$ cat config.mk
export PLATFORM = sky130hd
export DESIGN_NAME = mosaic_addr_gen
export DESIGN_NICKNAME = d
export VERILOG_FILES = /design/src/rtl/mosaic_pkg.sv /design/src/rtl/mosaic_rd_seq.sv /design/src/rtl/mosaic_wr_seq.sv /design/src/rtl/mosaic_addr_gen.sv
export SDC_FILE = /design/constraint.sdc
export NUM_CORES = 1
export LEC_CHECK = 0
export ABC_CLOCK_PERIOD_IN_PS = 6100
export BUFFER_PORTS_ARGS = -buffer_cell sky130_fd_sc_hd__clkbuf_2
export CAP_MARGIN = 30
export CORE_MARGIN = 3
export CORE_UTILIZATION = 35
export CTS_CLUSTER_SIZE = 14
export DETAILED_ROUTE_END_ITERATION = 7
export PLACE_DENSITY_LB_ADDON = 0.3
export SLEW_MARGIN = 20
export SYNTH_ARGS = -nofsm -noshare
export SYNTH_HDL_FRONTEND = slang
export SYNTH_SLANG_ARGS = --single-unit
$ cat constraint.sdc
create_clock -name clk -period 6.1 [get_ports clk]
set_input_delay 0.305 -clock clk [delete_from_list [all_inputs] [get_ports clk]]
set_output_delay 0.305 -clock clk [all_outputs]
set_load 0.005 [all_outputs]
$ cat src/rtl/mosaic_pkg.sv
package mosaic_pkg;
    typedef enum logic [1:0] {
        ST_IDLE  = 2'd0,
        ST_WRITE = 2'd1,
        ST_READ  = 2'd2
    } slot_state_t;
endpackage

$ cat src/rtl/mosaic_rd_seq.sv
module mosaic_rd_seq #(
    parameter int TILE_W = 640,
    parameter int TILE_H = 480,
    parameter int GRID_C = 3,
    parameter int GRID_R = 3,
    parameter int ADDR_W = 22,
    parameter int TAG_W  = 4
) (
    input  logic              clk,
    input  logic              rst_n,
    input  logic              adv,
    output logic [ADDR_W-1:0] addr,
    output logic [TAG_W-1:0]  tile,
    output logic              last
);
    localparam int NT    = GRID_C * GRID_R;
    localparam int IMG_W = TILE_W * GRID_C;
    localparam int XW    = (TILE_W > 1) ? $clog2(TILE_W) : 1;
    localparam int YW    = (TILE_H > 1) ? $clog2(TILE_H) : 1;
    localparam int CW    = (GRID_C > 1) ? $clog2(GRID_C) : 1;
    localparam int RW    = (GRID_R > 1) ? $clog2(GRID_R) : 1;

    logic [XW-1:0] x_q;
    logic [YW-1:0] y_q;
    logic [CW-1:0] tcol_q;
    logic [RW-1:0] trow_q;
    logic [TAG_W-1:0] tile_q;

    wire col_end = (tcol_q == CW'(GRID_C - 1));
    wire row_end = (trow_q == RW'(GRID_R - 1));
    wire x_end   = (x_q == XW'(TILE_W - 1));
    wire y_end   = (y_q == YW'(TILE_H - 1));

    always_ff @(posedge clk or negedge rst_n) begin
        if (!rst_n) begin
            x_q    <= '0;
            y_q    <= '0;
            tcol_q <= '0;
            trow_q <= '0;
            tile_q <= '0;
        end else if (adv) begin
            if (!col_end) begin
                tcol_q <= tcol_q + 1'b1;
                tile_q <= tile_q + 1'b1;
            end else begin
                tcol_q <= '0;
                if (!row_end) begin
                    trow_q <= trow_q + 1'b1;
                    tile_q <= tile_q + 1'b1;
                end else begin
                    trow_q <= '0;
                    tile_q <= '0;
                    if (!x_end) begin
                        x_q <= x_q + 1'b1;
                    end else begin
                        x_q <= '0;
                        y_q <= y_end ? '0 : y_q + 1'b1;
                    end
                end
            end
        end
    end

    always_comb begin
        addr = (ADDR_W'(trow_q) * ADDR_W'(TILE_H) + ADDR_W'(y_q)) * ADDR_W'(IMG_W)
             + ADDR_W'(tcol_q) * ADDR_W'(TILE_W) + ADDR_W'(x_q);
        tile = tile_q;
        last = col_end && row_end && x_end && y_end;
    end

    AST_STALL_HOLD: assert property (@(posedge clk) disable iff (!rst_n)
        !adv |=> ($stable(tile_q) && $stable(x_q) && $stable(y_q)));
    AST_TILE_STEP: assert property (@(posedge clk) disable iff (!rst_n)
        (adv && tile_q != TAG_W'(NT - 1)) |=> (tile_q == $past(tile_q) + 1'b1));
    AST_FRAME_WRAP: assert property (@(posedge clk) disable iff (!rst_n)
        (adv && last) |=> (addr == '0 && tile_q == '0));
endmodule

$ cat src/rtl/mosaic_wr_seq.sv
module mosaic_wr_seq #(
    parameter int PIXELS = 2764800,
    parameter int ADDR_W = 22
) (
    input  logic              clk,
    input  logic              rst_n,
    input  logic              adv,
    output logic [ADDR_W-1:0] addr
);
    logic [ADDR_W-1:0] cnt_q;

    always_ff @(posedge clk or negedge rst_n) begin
        if (!rst_n)
            cnt_q <= '0;
        else if (adv)
            cnt_q <= (cnt_q == ADDR_W'(PIXELS - 1)) ? '0 : cnt_q + 1'b1;
    end

    assign addr = cnt_q;

    AST_WR_WRAP: assert property (@(posedge clk) disable iff (!rst_n)
        (adv && cnt_q == ADDR_W'(PIXELS - 1)) |=> (cnt_q == '0));
endmodule

$ cat src/rtl/mosaic_addr_gen.sv
module mosaic_addr_gen
    import mosaic_pkg::*;
#(
    parameter int TILE_W = 640,
    parameter int TILE_H = 480,
    parameter int GRID_C = 3,
    parameter int GRID_R = 3,
    parameter int ADDR_W = $clog2(TILE_W * GRID_C * TILE_H * GRID_R),
    parameter int TAG_W  = 4
) (
    input  logic              clk,
    input  logic              rst_n,
    input  logic              wr_req,
    input  logic              rd_en,
    output logic [ADDR_W-1:0] mem_addr,
    output logic              mem_we,
    output logic              rd_valid,
    output logic [TAG_W-1:0]  rd_tile,
    output logic              frame_done
);
    localparam int NT     = GRID_C * GRID_R;
    localparam int PIXELS = TILE_W * GRID_C * TILE_H * GRID_R;

    slot_state_t state_q, state_d;
    logic [ADDR_W-1:0] rd_addr, wr_addr, addr_q;
    logic [TAG_W-1:0]  rd_tag, tag_q;
    logic              rd_last, fd_q;
    logic              take_wr, take_rd;

    assign take_wr = wr_req;
    assign take_rd = rd_en && !wr_req;

    mosaic_rd_seq #(
        .TILE_W(TILE_W), .TILE_H(TILE_H), .GRID_C(GRID_C), .GRID_R(GRID_R),
        .ADDR_W(ADDR_W), .TAG_W(TAG_W)
    ) u_rd (
        .clk(clk), .rst_n(rst_n), .adv(take_rd),
        .addr(rd_addr), .tile(rd_tag), .last(rd_last)
    );

    mosaic_wr_seq #(.PIXELS(PIXELS), .ADDR_W(ADDR_W)) u_wr (
        .clk(clk), .rst_n(rst_n), .adv(take_wr), .addr(wr_addr)
    );

    always_comb begin
        if (take_wr)      state_d = ST_WRITE;
        else if (take_rd) state_d = ST_READ;
        else              state_d = ST_IDLE;
    end

    always_ff @(posedge clk or negedge rst_n) begin
        if (!rst_n) begin
            state_q <= ST_IDLE;
            addr_q  <= '0;
            tag_q   <= '0;
            fd_q    <= 1'b0;
        end else begin
            state_q <= state_d;
            addr_q  <= take_wr ? wr_addr : rd_addr;
            tag_q   <= rd_tag;
            fd_q    <= take_rd && rd_last;
        end
    end

    always_comb begin
        mem_we     = 1'b0;
        rd_valid   = 1'b0;
        rd_tile    = '0;
        frame_done = 1'b0;
        mem_addr   = addr_q;
        unique case (state_q)
            ST_IDLE:  ;
            ST_WRITE: mem_we = 1'b1;
            ST_READ: begin
                rd_valid   = 1'b1;
                rd_tile    = tag_q;
                frame_done = fd_q;
            end
            default:  ;
        endcase
    end

    AST_WR_FIRST: assert property (@(posedge clk) disable iff (!rst_n)
        wr_req |=> (mem_we && !rd_valid));
    AST_IDLE_QUIET: assert property (@(posedge clk) disable iff (!rst_n)
        (!wr_req && !rd_en) |=> (!mem_we && !rd_valid));
    AST_RD_ISSUE: assert property (@(posedge clk) disable iff (!rst_n)
        (rd_en && !wr_req) |=> rd_valid);
    AST_FD_LAST_TILE: assert property (@(posedge clk) disable iff (!rst_n)
        frame_done |-> (rd_valid && rd_tile == TAG_W'(NT - 1)));
    AST_TAG_RANGE: assert property (@(posedge clk) disable iff (!rst_n)
        rd_valid |-> (rd_tile < TAG_W'(NT)));
endmodule

**Yosys cells after proc, flatten, opt, wreduce, memory -nomap -nowiden**

Cells that the tools add are included.

- Word-level logic and storage cells: 52
- Flip-flop bits (word level): 78
- RAM bits: 0
- Input bits: 4
- Memories kept: 0
- Bits in latches: 0
- Memory bits (read-only): 0
- Output and inout port bits: 29

- $add $sub $neg: 9
- Divide/modulo/power cells: 0
- Shift operators: 0
- Equality and inequality tests: 7
- Multiplexer cells: 14
- Bitwise gates (word level): 0
- $mul: 3
- Reductions and logical operators: 9
- $lt $le $gt $ge: 0

Operator list:

| operator | number |
|---|---|
| 22-bit two-way mux | 2 |
| 22-bit by 1-bit adder with 22-bit output (second input constant) | 1 |
| 22-bit by 10-bit adder with 22-bit output | 1 |
| 22-bit by 12-bit adder with 22-bit output | 1 |
| 22-bit equality test (second input constant) | 1 |
| 22-bit by 4-bit multiplier with 15-bit output (second input constant) | 1 |
| 11-bit by 9-bit adder with 12-bit output | 1 |
| 4-bit two-way mux | 3 |
| 10-bit by 1-bit adder with 10-bit output (second input constant) | 1 |
| 10-bit equality test (second input constant) | 1 |
| 10-bit two-way mux | 1 |
| 9-bit by 1-bit adder with 9-bit output (second input constant) | 1 |
| 9-bit equality test (second input constant) | 1 |
| 9-bit two-way mux | 1 |
| 2-bit two-way mux | 4 |
| 2-bit equality test (second input constant) | 3 |
| 2-bit by 4-bit multiplier with 6-bit output (second input constant) | 1 |
| 1-bit logical AND | 5 |
| 2-bit by 3-bit multiplier with 5-bit output (second input constant) | 1 |
| 2-bit by 1-bit adder with 2-bit output (second input constant) | 2 |
| 4-bit by 1-bit adder with 4-bit output (second input constant) | 1 |
| 4-bit AND reduction | 1 |
| 1-bit two-way mux | 3 |
| 3-bit AND reduction | 1 |
| other kinds (3) | 3 |

**Depth between registers and ports, before layout**

Gate-level depths: netlist (run 1).

- Word-level depth: 6
- Gate-level depth with buffers: 20
- Depth with buffers taken out: 20

**Modules after synthesis**

From an unflattened synthesis (run 1), not the netlist that was laid out.

- Cell total of the unflattened synthesis: 525
- Area, all modules: 5545.3 um^2

Modules (own cells, without submodules):

| module | cells an instance | times used | area an instance (um^2) |
|---|---|---|---|
| mosaic_rd_seq | 359 | 1 | 3294.4 |
| mosaic_addr_gen | 63 | 1 | 1158.6 |
| mosaic_wr_seq | 103 | 1 | 1092.3 |

**Worst setup path before layout (run 1)**

No wires, ideal clock.

- Path type: register to register
- From: register u_rd.trow_q[0]
- To: register addr_q[21], in the netlist mem_addr[21]
- Cell stages (with the launch flop): 19
- Data arrival time: 4.679 ns
- Buffers on the path: 1
- Path slack: 1.329 ns
- Required time: 6.008 ns
- Setup time: 0.092 ns
- Path through: dfrtp_1 -> inv_1 -> ha_1 -> fa_1 -> a21o_1 -> a21oi_1 -> xor2_1 -> xnor2_1 -> xnor2_1 -> fa_1 -> inv_1 -> ha_1 -> buf_2 -> and3_1 -> a221o_1 -> a221o_1 -> or2_0 -> and4_1 -> o31ai_2

- Cells in the longest elaborated chain, start to end: 6

Ends and longest elaborated chain:

| item | RTL line | RTL |
|---|---|---|
| start, declared | mosaic_rd_seq.sv:26 | `logic [RW-1:0] trow_q;` |
| start signal, assigned | mosaic_rd_seq.sv:48 | `trow_q <= trow_q + 1'b1;` |
| 2-bit by 4-bit multiplier with 6-bit output | mosaic_rd_seq.sv:65 | `addr = (ADDR_W'(trow_q) * ADDR_W'(TILE_H) + ADDR_W'(y_q)) * ADDR_W'(IMG_W)` |
| 11-bit by 9-bit adder with 12-bit output | mosaic_rd_seq.sv:65 |  |
| 22-bit by 4-bit multiplier with 15-bit output | mosaic_rd_seq.sv:65 |  |
| 22-bit by 12-bit adder with 22-bit output | mosaic_rd_seq.sv:66 | `+ ADDR_W'(tcol_q) * ADDR_W'(TILE_W) + ADDR_W'(x_q);` |
| 22-bit by 10-bit adder with 22-bit output | mosaic_rd_seq.sv:66 |  |
| 22-bit two-way mux | mosaic_addr_gen.sv:59 | `addr_q <= take_wr ? wr_addr : rd_addr;` |
| end signal, assigned | mosaic_addr_gen.sv:59 |  |
| end, declared | mosaic_addr_gen.sv:25 | `logic [ADDR_W-1:0] rd_addr, wr_addr, addr_q;` |

No other way between the ends.
A chain may end at the register's enable or synchronous reset.

**Final worst setup path (run 1)**

Ends and elaborated chain as after synthesis.

==> reports/qor.csv, run 1 <==
metric,value,unit
Post-synth EDFFs,0,
Post-CTS Hold Buffers,0,
Cell Count Post-Placement,764,
global-route wire length before repair,18400,um
row cnt,44,
max-cap check violation count,0,
status,finished clean,
vias in the first global route,3809,
yosys warns,0,
post-CTS sizing,0,
GPL Wtd Cong,0.7843,
CTS Sinks,78,
RSZ-0062 raised after global routing,no,
gr ovfl total,0,
routed len/inst,14.05,um
FILL cells,1466,
reg2reg path depth,17,
Register Area,1952,sq um
chip height,130.6,um
Layout area overhead,12.34,%
Mapped Cells,561,
clock skew,0.007159,ns
Core ar.,14860,sq um
final hold vios,0,
n_diodes,0,
Finished Layout Cells,781,
Placed Area,5752,sq um
dpl hpwl,8241,um
final net count,657,
Final Cell Area,6103,sq um
die area,17050,sq um
sequential area share after synthesis,35.93,%
syn_area_per_cell,9.684,sq um
final hold slack,0.4233,ns
post-layout minimum cycle time,5.130,ns
relative slew slack,49.75,%
Synth area leader,dfrtp_1,
starting density of the core,36.55,%
Worst Tran Pin Value,0.7509,ns
total track usage,13.32,%
post-CTS setup buffers,0,
most common library cells after synthesis,"dfrtp_1 (78), inv_1 (56), nand2_1 (48)",
total CTS buffers,9,
Final period util,84.09,%
Most used DFF post-synth,dfrtp_1,
multi-input logic area,3184,sq um
root buffer selected by CTS,clkbuf_16,
Worst EP required,6.34,ns
CTS max path bufs,2,
Vias/cell,5.117,
IO Pins,33,
Setup Viol. Count Final,0,
Critical Path Fanout Max,9,
"top cells by area, synth","dfrtp_1 (36%), ha_1 (9.2%), fa_1 (7.4%)",
clock slew at reported path FFs,0.06,ns
fraction of layout cells with a size suffix above 1,12.40,%
Startpoint Class,flip-flop,
Die W,130.6,um
Clock H-tree levels,3,
router iterations before antenna repair,4,
drt total wl,10980,um
post-synthesis register bit count,78,
Mapped Area,5433,sq um
final max-slew violation count,0,
crit end category,flip-flop,
count of cell types in the netlist,70,
CTS tree,yes,
Critical Path AT,5.37,ns
ys async rst share,100.0,%
initial antenna violation count,0,
Via Count,3996,
most common cell in the netlist,dfrtp_1,
1st-iter DRT viols,177,
largest net degree at the start of global routing,79,
Post-route DRC,0,
max frequency,0.1949,GHz
Yosys top cell area share,35.93,%
crit path kind,flip-flop to flip-flop,
hold crit path type,flip-flop to flip-flop,
hold depth,0,
setup_tns,0,ns
Synthesized Nets,625,
input/output buffers,32,
"Clk Latency, worst-skew pair",0.33,ns
Post-DRT Antenna Nets,0,
critical path, cell delays in order (launching register included):
cell	delay, ns
dfrtp_1	0.40
inv_1	0.10
ha_1	0.35
fa_1	0.48
a21o_1	0.18
a21oi_1	0.21
xor2_1	0.54
xnor2_1	0.23
xnor2_1	0.18
fa_1	0.52
inv_1	0.04
ha_1	0.39
and3_1	0.21
a221o_1	0.33
a221o_1	0.33
or2_0	0.22
and4_1	0.16
o31ai_2	0.16
worst paths after layout:
path / startpoint / to / slack (ns)
max: u_rd.trow_q[0] / mem_addr[21] / 0.97
min: u_rd.tile[2] / tag_q[2] / 0.42
max reg2reg: u_rd.trow_q[0] / mem_addr[21] / 0.97
min reg2reg: u_rd.tile[2] / tag_q[2] / 0.42
max in group asynchronous: rst_n / u_wr.addr[2] / 5.03
min in group asynchronous: rst_n / u_rd.x_q[4] / 0.47
per-layer routing:
layer	vias to the layer above	global-route usage, %	part of all wire, %
li1	1997	-	-
met1	1941	17.47	46
met2	45	22.31	50
met3	13	2.439	2.0
met4	0	4.295	1.7
met5	-	0	0
registers in the layout, summed over array words and instances, names as in the netlist:
| register | flops |
|---|---|
| u_rd.y_q | 9 |
| u_rd.x_q | 10 |
| mem_addr | 22 |
| fd_q | 1 |
| u_wr.addr | 22 |
| u_rd.trow_q | 2 |
| u_rd.tile | 4 |
| tag_q | 4 |
| u_rd.tcol_q | 2 |
| state_q | 2 |
logic make-up after synthesis:
kind of cell	after synthesis	share of synthesized area, %
compound gates	93	11.91
xor+xnor	54	9.051
fa+ha+maj	62	16.95
buf+inv	71	5.458
flops	78	35.93
mux	15	3.040
simple gates	188	17.66
cells in the final DEF, fill, tap and decap left out, types with 3 or more instances in the layout:
cell type   n
fa_1       20
mux2i_1     3
nand3_1    26
clkbuf_2   31
nor4_1      3
nor2_1     36
a211o_1     3
o21ai_0    26
a21o_1      6
o21ai_1     6
clkbuf_16   9
mux2_2     11
ha_1       40
nor3_1     13
xnor2_1    33
a21oi_1    14
nor2b_1     9
xor2_1     20
and4_1      3
dfrtp_1    78
nand2_1    48
o211ai_1    3
nand4_1    14
and3_1      7
o21a_1      4
nand2b_1    5
inv_1      56
and2_1      7
o31ai_1     4
cell type report:
cell class,instances,share of cell area [%]
Multi-Input combinational cell,412,52.17
Clock buffer,10,3.916
Timing Repair Buffer,35,3.280
Tap cell,184,3.772
Sequential cell,78,31.98
Clock inverter,5,1.353
Inverter,57,3.526
metrics by stage:
step	util, %	setup WS (ns)
after floorplan	-	1.329
after global placement	38.70	1.170
after detailed placement	38.70	1.001
after CTS	40.86	0.9679
after global routing	41.06	0.6378
final	41.06	0.9704
Power of run 1 is left out: the tool's default activity adds up to more than one toggle a clock period on the data nets, which glitch-free logic cannot reach.
==> run 2: changes to the inputs <==
--- a/config.mk
+++ b/config.mk
@@ -5,7 +5,7 @@
 export SDC_FILE = /design/constraint.sdc
 export NUM_CORES = 1
 export LEC_CHECK = 0
-export ABC_CLOCK_PERIOD_IN_PS = 6100
+export ABC_CLOCK_PERIOD_IN_PS = 5200
 export BUFFER_PORTS_ARGS = -buffer_cell sky130_fd_sc_hd__clkbuf_2
 export CAP_MARGIN = 30
 export CORE_MARGIN = 3
==> constraint.sdc (replaced) <==
create_clock -name clk -period 5.2 [get_ports clk]
set_input_delay 0.26 -clock clk [delete_from_list [all_inputs] [get_ports clk]]
set_output_delay 0.26 -clock clk [all_outputs]
set_load 0.005 [all_outputs]
==> run 2 against run 1 <==
Effect of this change:
- worst setup slack got worse by 0.66 ns
- the flow now finishes with violations (negative hold slack)
- final cell count rose by 0.13%
- via count rose by 0.20%
- design area fell by 0.61%
- flip-flop and latch count did not move
- global-route usage fell by 0.13 points
- non-clock buffer count rose by 1
- register-to-register slack got worse by 0.66 ns
==> reports/qor.csv, run 2 (same netlist as run 1, synthesis figures left out) <==
metric,value,unit
status,"complete, but fails checks",
failing checks,negative hold slack,
reg2reg path depth,17,
Worst R2R End,mem_addr[21],
FILL cells,1463,
end point of the critical path,mem_addr[21],
starting density of the core,36.55,%
input/output buffers,32,
largest net degree at the start of global routing,79,
Post-CTS Hold Buffers,0,
clock slew at reported path FFs,0.06,ns
CTS max path bufs,2,
total CTS buffers,9,
hold crit path type,primary input to async pin,
Clock H-tree levels,3,
Vias/cell,5.120,
Post-DRT Antenna Nets,0,
Critical Path AT,5.13,ns
gr ovfl total,0,
1st-iter DRT viols,180,
Via Count,4004,
die area,17050,sq um
relative slew slack,50.70,%
"Clk Latency, worst-skew pair",0.33,ns
post-CTS sizing,0,
crit end category,flip-flop,
Post-route DRC,0,
global-route wire length before repair,18550,um
post-CTS setup buffers,0,
clock skew,0.009500,ns
router iterations before antenna repair,4,
post-layout minimum cycle time,4.888,ns
final max-slew violation count,0,
root buffer selected by CTS,clkbuf_16,
Setup Viol. Count Final,0,
"most common cell after layout, fill and taps aside",dfrtp_1,
n_diodes,0,
row cnt,44,
initial antenna violation count,0,
drt total wl,10770,um
R2R Path Start,u_rd.trow_q[0],
Final period util,94.00,%
max-cap check violation count,0,
final hold vios,78,
"commonest non-fill, non-tap cells in the layout","dfrtp_1 (78), inv_1 (56), nand2_1 (48)",
Core ar.,14860,sq um
setup_tns,0,ns
Startpoint Class,flip-flop,
crit path kind,flip-flop to flip-flop,
GPL Wtd Cong,0.7557,
fraction of layout cells with a size suffix above 1,12.71,%
vias in the first global route,3902,
Layout area overhead,11.65,%
CTS tree,yes,
final net count,658,
routed len/inst,13.77,um
Die W,130.6,um
CTS Sinks,78,
RSZ-0062 raised after global routing,no,
Worst Tran Pin Value,0.7368,ns
dpl hpwl,8190,um
Critical Path Fanout Max,9,
chip height,130.6,um
IO Pins,33,
final hold slack,-0.03668,ns
total track usage,13.19,%
max frequency,0.2046,GHz
Worst EP required,5.44,ns
R2R Setup Slk,0.31,ns
Critical Path Source,u_rd.trow_q[0],
[run 2: cell types whose count changed in the layout (fill, tap and decap cells not counted)]
cell and change:
buf_4 +2, clkinv_2 +2, buf_12 -1, buf_6 +1
bufinv_16 -1, clkbuf_8 -1, dlygate4sd3_1 -1
[run 2: layout make-up]
class	instances	area [sq um]	area share [%]
Multi-Input combinational cell	412	3184	52.50
Clock inverter	6	62.56	1.031
Sequential cell	78	1952	32.18
Clock buffer	9	225.2	3.713
Tap cell	184	230.2	3.795
Timing Repair Buffer	36	196.4	3.238
Inverter	57	215.2	3.548
[run 2: routing by layer]
| layer | vias up | GRT usage (%) | routed length, um |
|---|---|---|---|
| met5 | - | 0 | 0 |
| met4 | 0 | 3.630 | 102 |
| met3 | 9 | 1.829 | 244 |
| met2 | 47 | 22.10 | 5353 |
| met1 | 1952 | 17.92 | 5072 |
| li1 | 1996 | - | - |
[run 2: worst min-delay path by stage]
stage / depth (start not counted) / end / slack, ns / start
final: 1 / u_rd.x_q[6] / -0.04 / rst_n
after global routing: 1 / mem_addr[6] / 0.03 / rst_n
after CTS: 1 / u_rd.x_q[6] / 0.13 / rst_n
after detailed placement: 0 / tag_q[2] / 0.41 / u_rd.tile[2]
after global placement: 0 / tag_q[2] / 0.41 / u_rd.tile[2]
after floorplan: 0 / fd_q / -0.04 / rst_n
[run 2: stage by stage]
| stage | std cells | util (%) | setup slack [ns] | hold slack, ns | instance area, sq um |
|---|---|---|---|---|---|
| global route | 782 | 40.81 | 0.01903 | 0.02944 | 6066 |
| detailed placement | 767 | 38.85 | 0.3204 | 0.4100 | 5774 |
| floorplan | 561 | - | 0.4293 | -0.03559 | 5433 |
| CTS | 782 | 40.78 | 0.2896 | 0.1314 | 6062 |
| global placement | 767 | 38.85 | 0.4616 | 0.4083 | 5774 |
| finish | 782 | 40.81 | 0.3119 | -0.03668 | 6066 |
[run 2: worst max-delay path, stage by stage (launching register included)]
cell and delay (ns):
dfrtp_1 0.40, inv_1 0.11, ha_1 0.34, fa_1 0.47
a21o_1 0.19, a21oi_1 0.22, xor2_1 0.35, xnor2_1 0.23
xnor2_1 0.13, fa_1 0.52, inv_1 0.04, ha_1 0.39
and3_1 0.21, a221o_1 0.32, a221o_1 0.33, or2_0 0.22
and4_1 0.16, o31ai_2 0.17
Power of run 2 is left out for the same reason.
==> run 3: changes to the inputs <==
--- a/config.mk
+++ b/config.mk
@@ -5,7 +5,8 @@
 export SDC_FILE = /design/constraint.sdc
 export NUM_CORES = 1
 export LEC_CHECK = 0
-export ABC_CLOCK_PERIOD_IN_PS = 5200
+export ABC_AREA = 1
+export ABC_CLOCK_PERIOD_IN_PS = 5900
 export BUFFER_PORTS_ARGS = -buffer_cell sky130_fd_sc_hd__clkbuf_2
 export CAP_MARGIN = 30
 export CORE_MARGIN = 3
==> constraint.sdc (replaced) <==
create_clock -name clk -period 5.9 [get_ports clk]
set_input_delay 0.295 -clock clk [delete_from_list [all_inputs] [get_ports clk]]
set_output_delay 0.295 -clock clk [all_outputs]
set_load 0.005 [all_outputs]
==> run 3 against run 2 <==
Effect of this change:
- the run now ends clean
- register-to-register slack better by 1.2 ns
- sequential share of layout area fell by 1.9 points
- critical endpoint unchanged
- largest cell class unchanged
- die area is 5.2% higher
- flip-flop and latch count unchanged
- highest routed layer unchanged
- clock skew down 0.0014 ns
- worst setup slack better by 1.2 ns
==> reports/qor.csv, run 3 <==
metric,value,unit
CP Cell Sequence,inv_1 -> ha_1 -> fa_1 -> a21oi_1 -> o21ai_1 -> xor2_1 -> inv_1 -> nand2_1 -> nand2_1 -> xnor2_1 -> fa_1 -> inv_1 -> ha_1 -> nand2_1 -> nor2_1 -> nand3_1 -> nand3_1 -> nand2_1 -> nand2_1 -> nand2_1 -> nor2_1 -> nand3_1 -> nand3_1 -> nand2_1,
ys async rst share,100.0,%
global-route wire length before repair,20650,um
Slowest cell on crit path,fa_1,
input/output buffers,32,
max frequency,0.2293,GHz
final hold slack,0.2886,ns
root buffer selected by CTS,clkbuf_16,
post-layout minimum cycle time,4.362,ns
syn_area_per_cell,7.641,sq um
Synth area leader,dfrtp_1,
hold crit path type,primary input to flip-flop,
vias in the first global route,4395,
Register Area,1952,sq um
compound-gate portion of the synthesized area,7.096,%
n_diodes,0,
Finished Layout Cells,1006,
multi-input logic area,3174,sq um
Post-synth EDFFs,0,
Critical Path AT,4.60,ns
CTS max path bufs,2,
Post-route DRC,0,
Mapped Cells,750,
Setup Viol. Count Final,0,
Die W,134.0,um
GPL Wtd Cong,0.8403,
setup_tns,0,ns
post-synthesis register bit count,78,
relative slew slack,65.94,%
Layout area overhead,12.36,%
clock skew,0.008126,ns
total CTS buffers,9,
simple-gate area share of the yosys netlist,28.47,%
Clock H-tree levels,3,
Worst EP required,6.14,ns
"Clk Latency, worst-skew pair",0.35,ns
Synth Area in Adders,15.72,%
CP max stage delay,0.52,ns
router iterations before antenna repair,5,
RSZ-0062 raised after global routing,no,
total track usage,14.09,%
final net count,852,
yosys warns,0,
post-CTS sizing,0,
FILL cells,1665,
Critical Path Fanout Max,6,
Final period util,73.93,%
sequential area share after synthesis,34.06,%
"commonest non-fill, non-tap cells in the layout","nand2_1 (173), inv_1 (143), dfrtp_1 (78)",
clock slew at reported path FFs,0.06,ns
"top cells by area, synth","dfrtp_1 (34%), nand2_1 (11%), inv_1 (9.4%)",
Core ar.,15940,sq um
Startpoint Class,flip-flop,
fraction of layout cells with a size suffix above 1,10.38,%
max-cap check violation count,0,
final hold vios,0,
CTS Sinks,78,
status,finished clean,
most common cell in the netlist,nand2_1,
final max-slew violation count,0,
main combinational cell family by area after synthesis,simple AND/OR/NAND/NOR gates,
Most used DFF post-synth,dfrtp_1,
Synth Area in XOR/XNOR,4.105,%
Cell Count Post-Placement,992,
dpl hpwl,9559,um
Via Count,4609,
IO Pins,33,
routed len/inst,11.76,um
Mapped Area,5730,sq um
row cnt,46,
largest net degree at the start of global routing,55,
initial antenna violation count,0,
Synthesized Nets,814,
chip height,134.0,um
Yosys top cell area share,34.06,%
CP most frequent cell,nand2_1,
"most common cell after layout, fill and taps aside",nand2_1,
starting density of the core,35.94,%
multiplexer share of the synthesized area,0,%
gr ovfl total,0,
drt total wl,11830,um
Vias/cell,4.582,
CTS tree,yes,
crit end category,flip-flop,
most common library cells after synthesis,"nand2_1 (173), inv_1 (143), dfrtp_1 (78)",
crit path kind,flip-flop to flip-flop,
Post-DRT Antenna Nets,0,
die area,17940,sq um
count of cell types in the netlist,43,
Worst Tran Pin Value,0.5091,ns
1st-iter DRT viols,246,
-- run 3: worst paths after layout --
kind	from	end	slack [ns]	cells after the start
max	u_rd.trow_q[0]	mem_addr[21]	1.54	24
min	rd_en	u_rd.tile[1]	0.29	4
max reg2reg	u_rd.trow_q[0]	mem_addr[21]	1.54	24
min reg2reg	u_rd.tile[3]	tag_q[3]	0.37	0
max in group asynchronous	rst_n	u_rd.x_q[3]	4.93	3
min in group asynchronous	rst_n	mem_addr[17]	0.39	2
-- run 3: final cells by class --
type / count / area share, %
clock buffers: 11 / 3.770
multi-input cells: 516 / 49.30
inverters: 148 / 8.647
clock inverters: 2 / 0.5441
repair buffers: 35 / 3.226
well taps: 216 / 4.197
flip-flops and latches: 78 / 30.31
-- run 3: layer usage --
| metal | track usage [%] | share of wire (%) |
|---|---|---|
| met1 | 19.07 | 48 |
| met2 | 22.82 | 47 |
| met3 | 3.263 | 3.8 |
| met4 | 3.771 | 1.1 |
| met5 | 0 | 0 |
-- run 3: through the flow --
| stage | setup slack, ns | util [%] | cell area [sq um] |
|---|---|---|---|
| floorplan | 1.862 | - | 5731 |
| global placement | 1.632 | 38.41 | 6123 |
| detailed placement | 1.515 | 38.58 | 6151 |
| CTS | 1.496 | 40.39 | 6439 |
| global route | 1.100 | 40.39 | 6439 |
| finish | 1.538 | 40.39 | 6439 |
-- run 3: timing repair --
| action | in CTS | in global routing |
|---|---|---|
| buffers inserted | 0 | 0 |
| hold buffers | 1 | 0 |
| endpoints found under the setup margin | 0 | 0 |
| hold endpoints to repair | 24 | 0 |
-- run 3: critical path, delay by kind of cell (launching register included) --
family                     cells  cell delay [ns]
AOI/OAI and AO/OA              2             0.24
xor gates and xnor gates       2             0.40
adders and majority gates      4             1.68
buffers and inverters          3             0.30
DFF                            1             0.41
and+or+nand+nor               13             1.21
-- run 3: logic make-up after synthesis --
kind of cell	Yosys count
buffers and inverters	156
flip-flops	78
adder cells (fa/ha/maj)	60
AND/OR/NAND/NOR	356
XOR/XNOR	26
AO/OA/AOI/OAI	74
Power of run 3 is left out for the same reason.
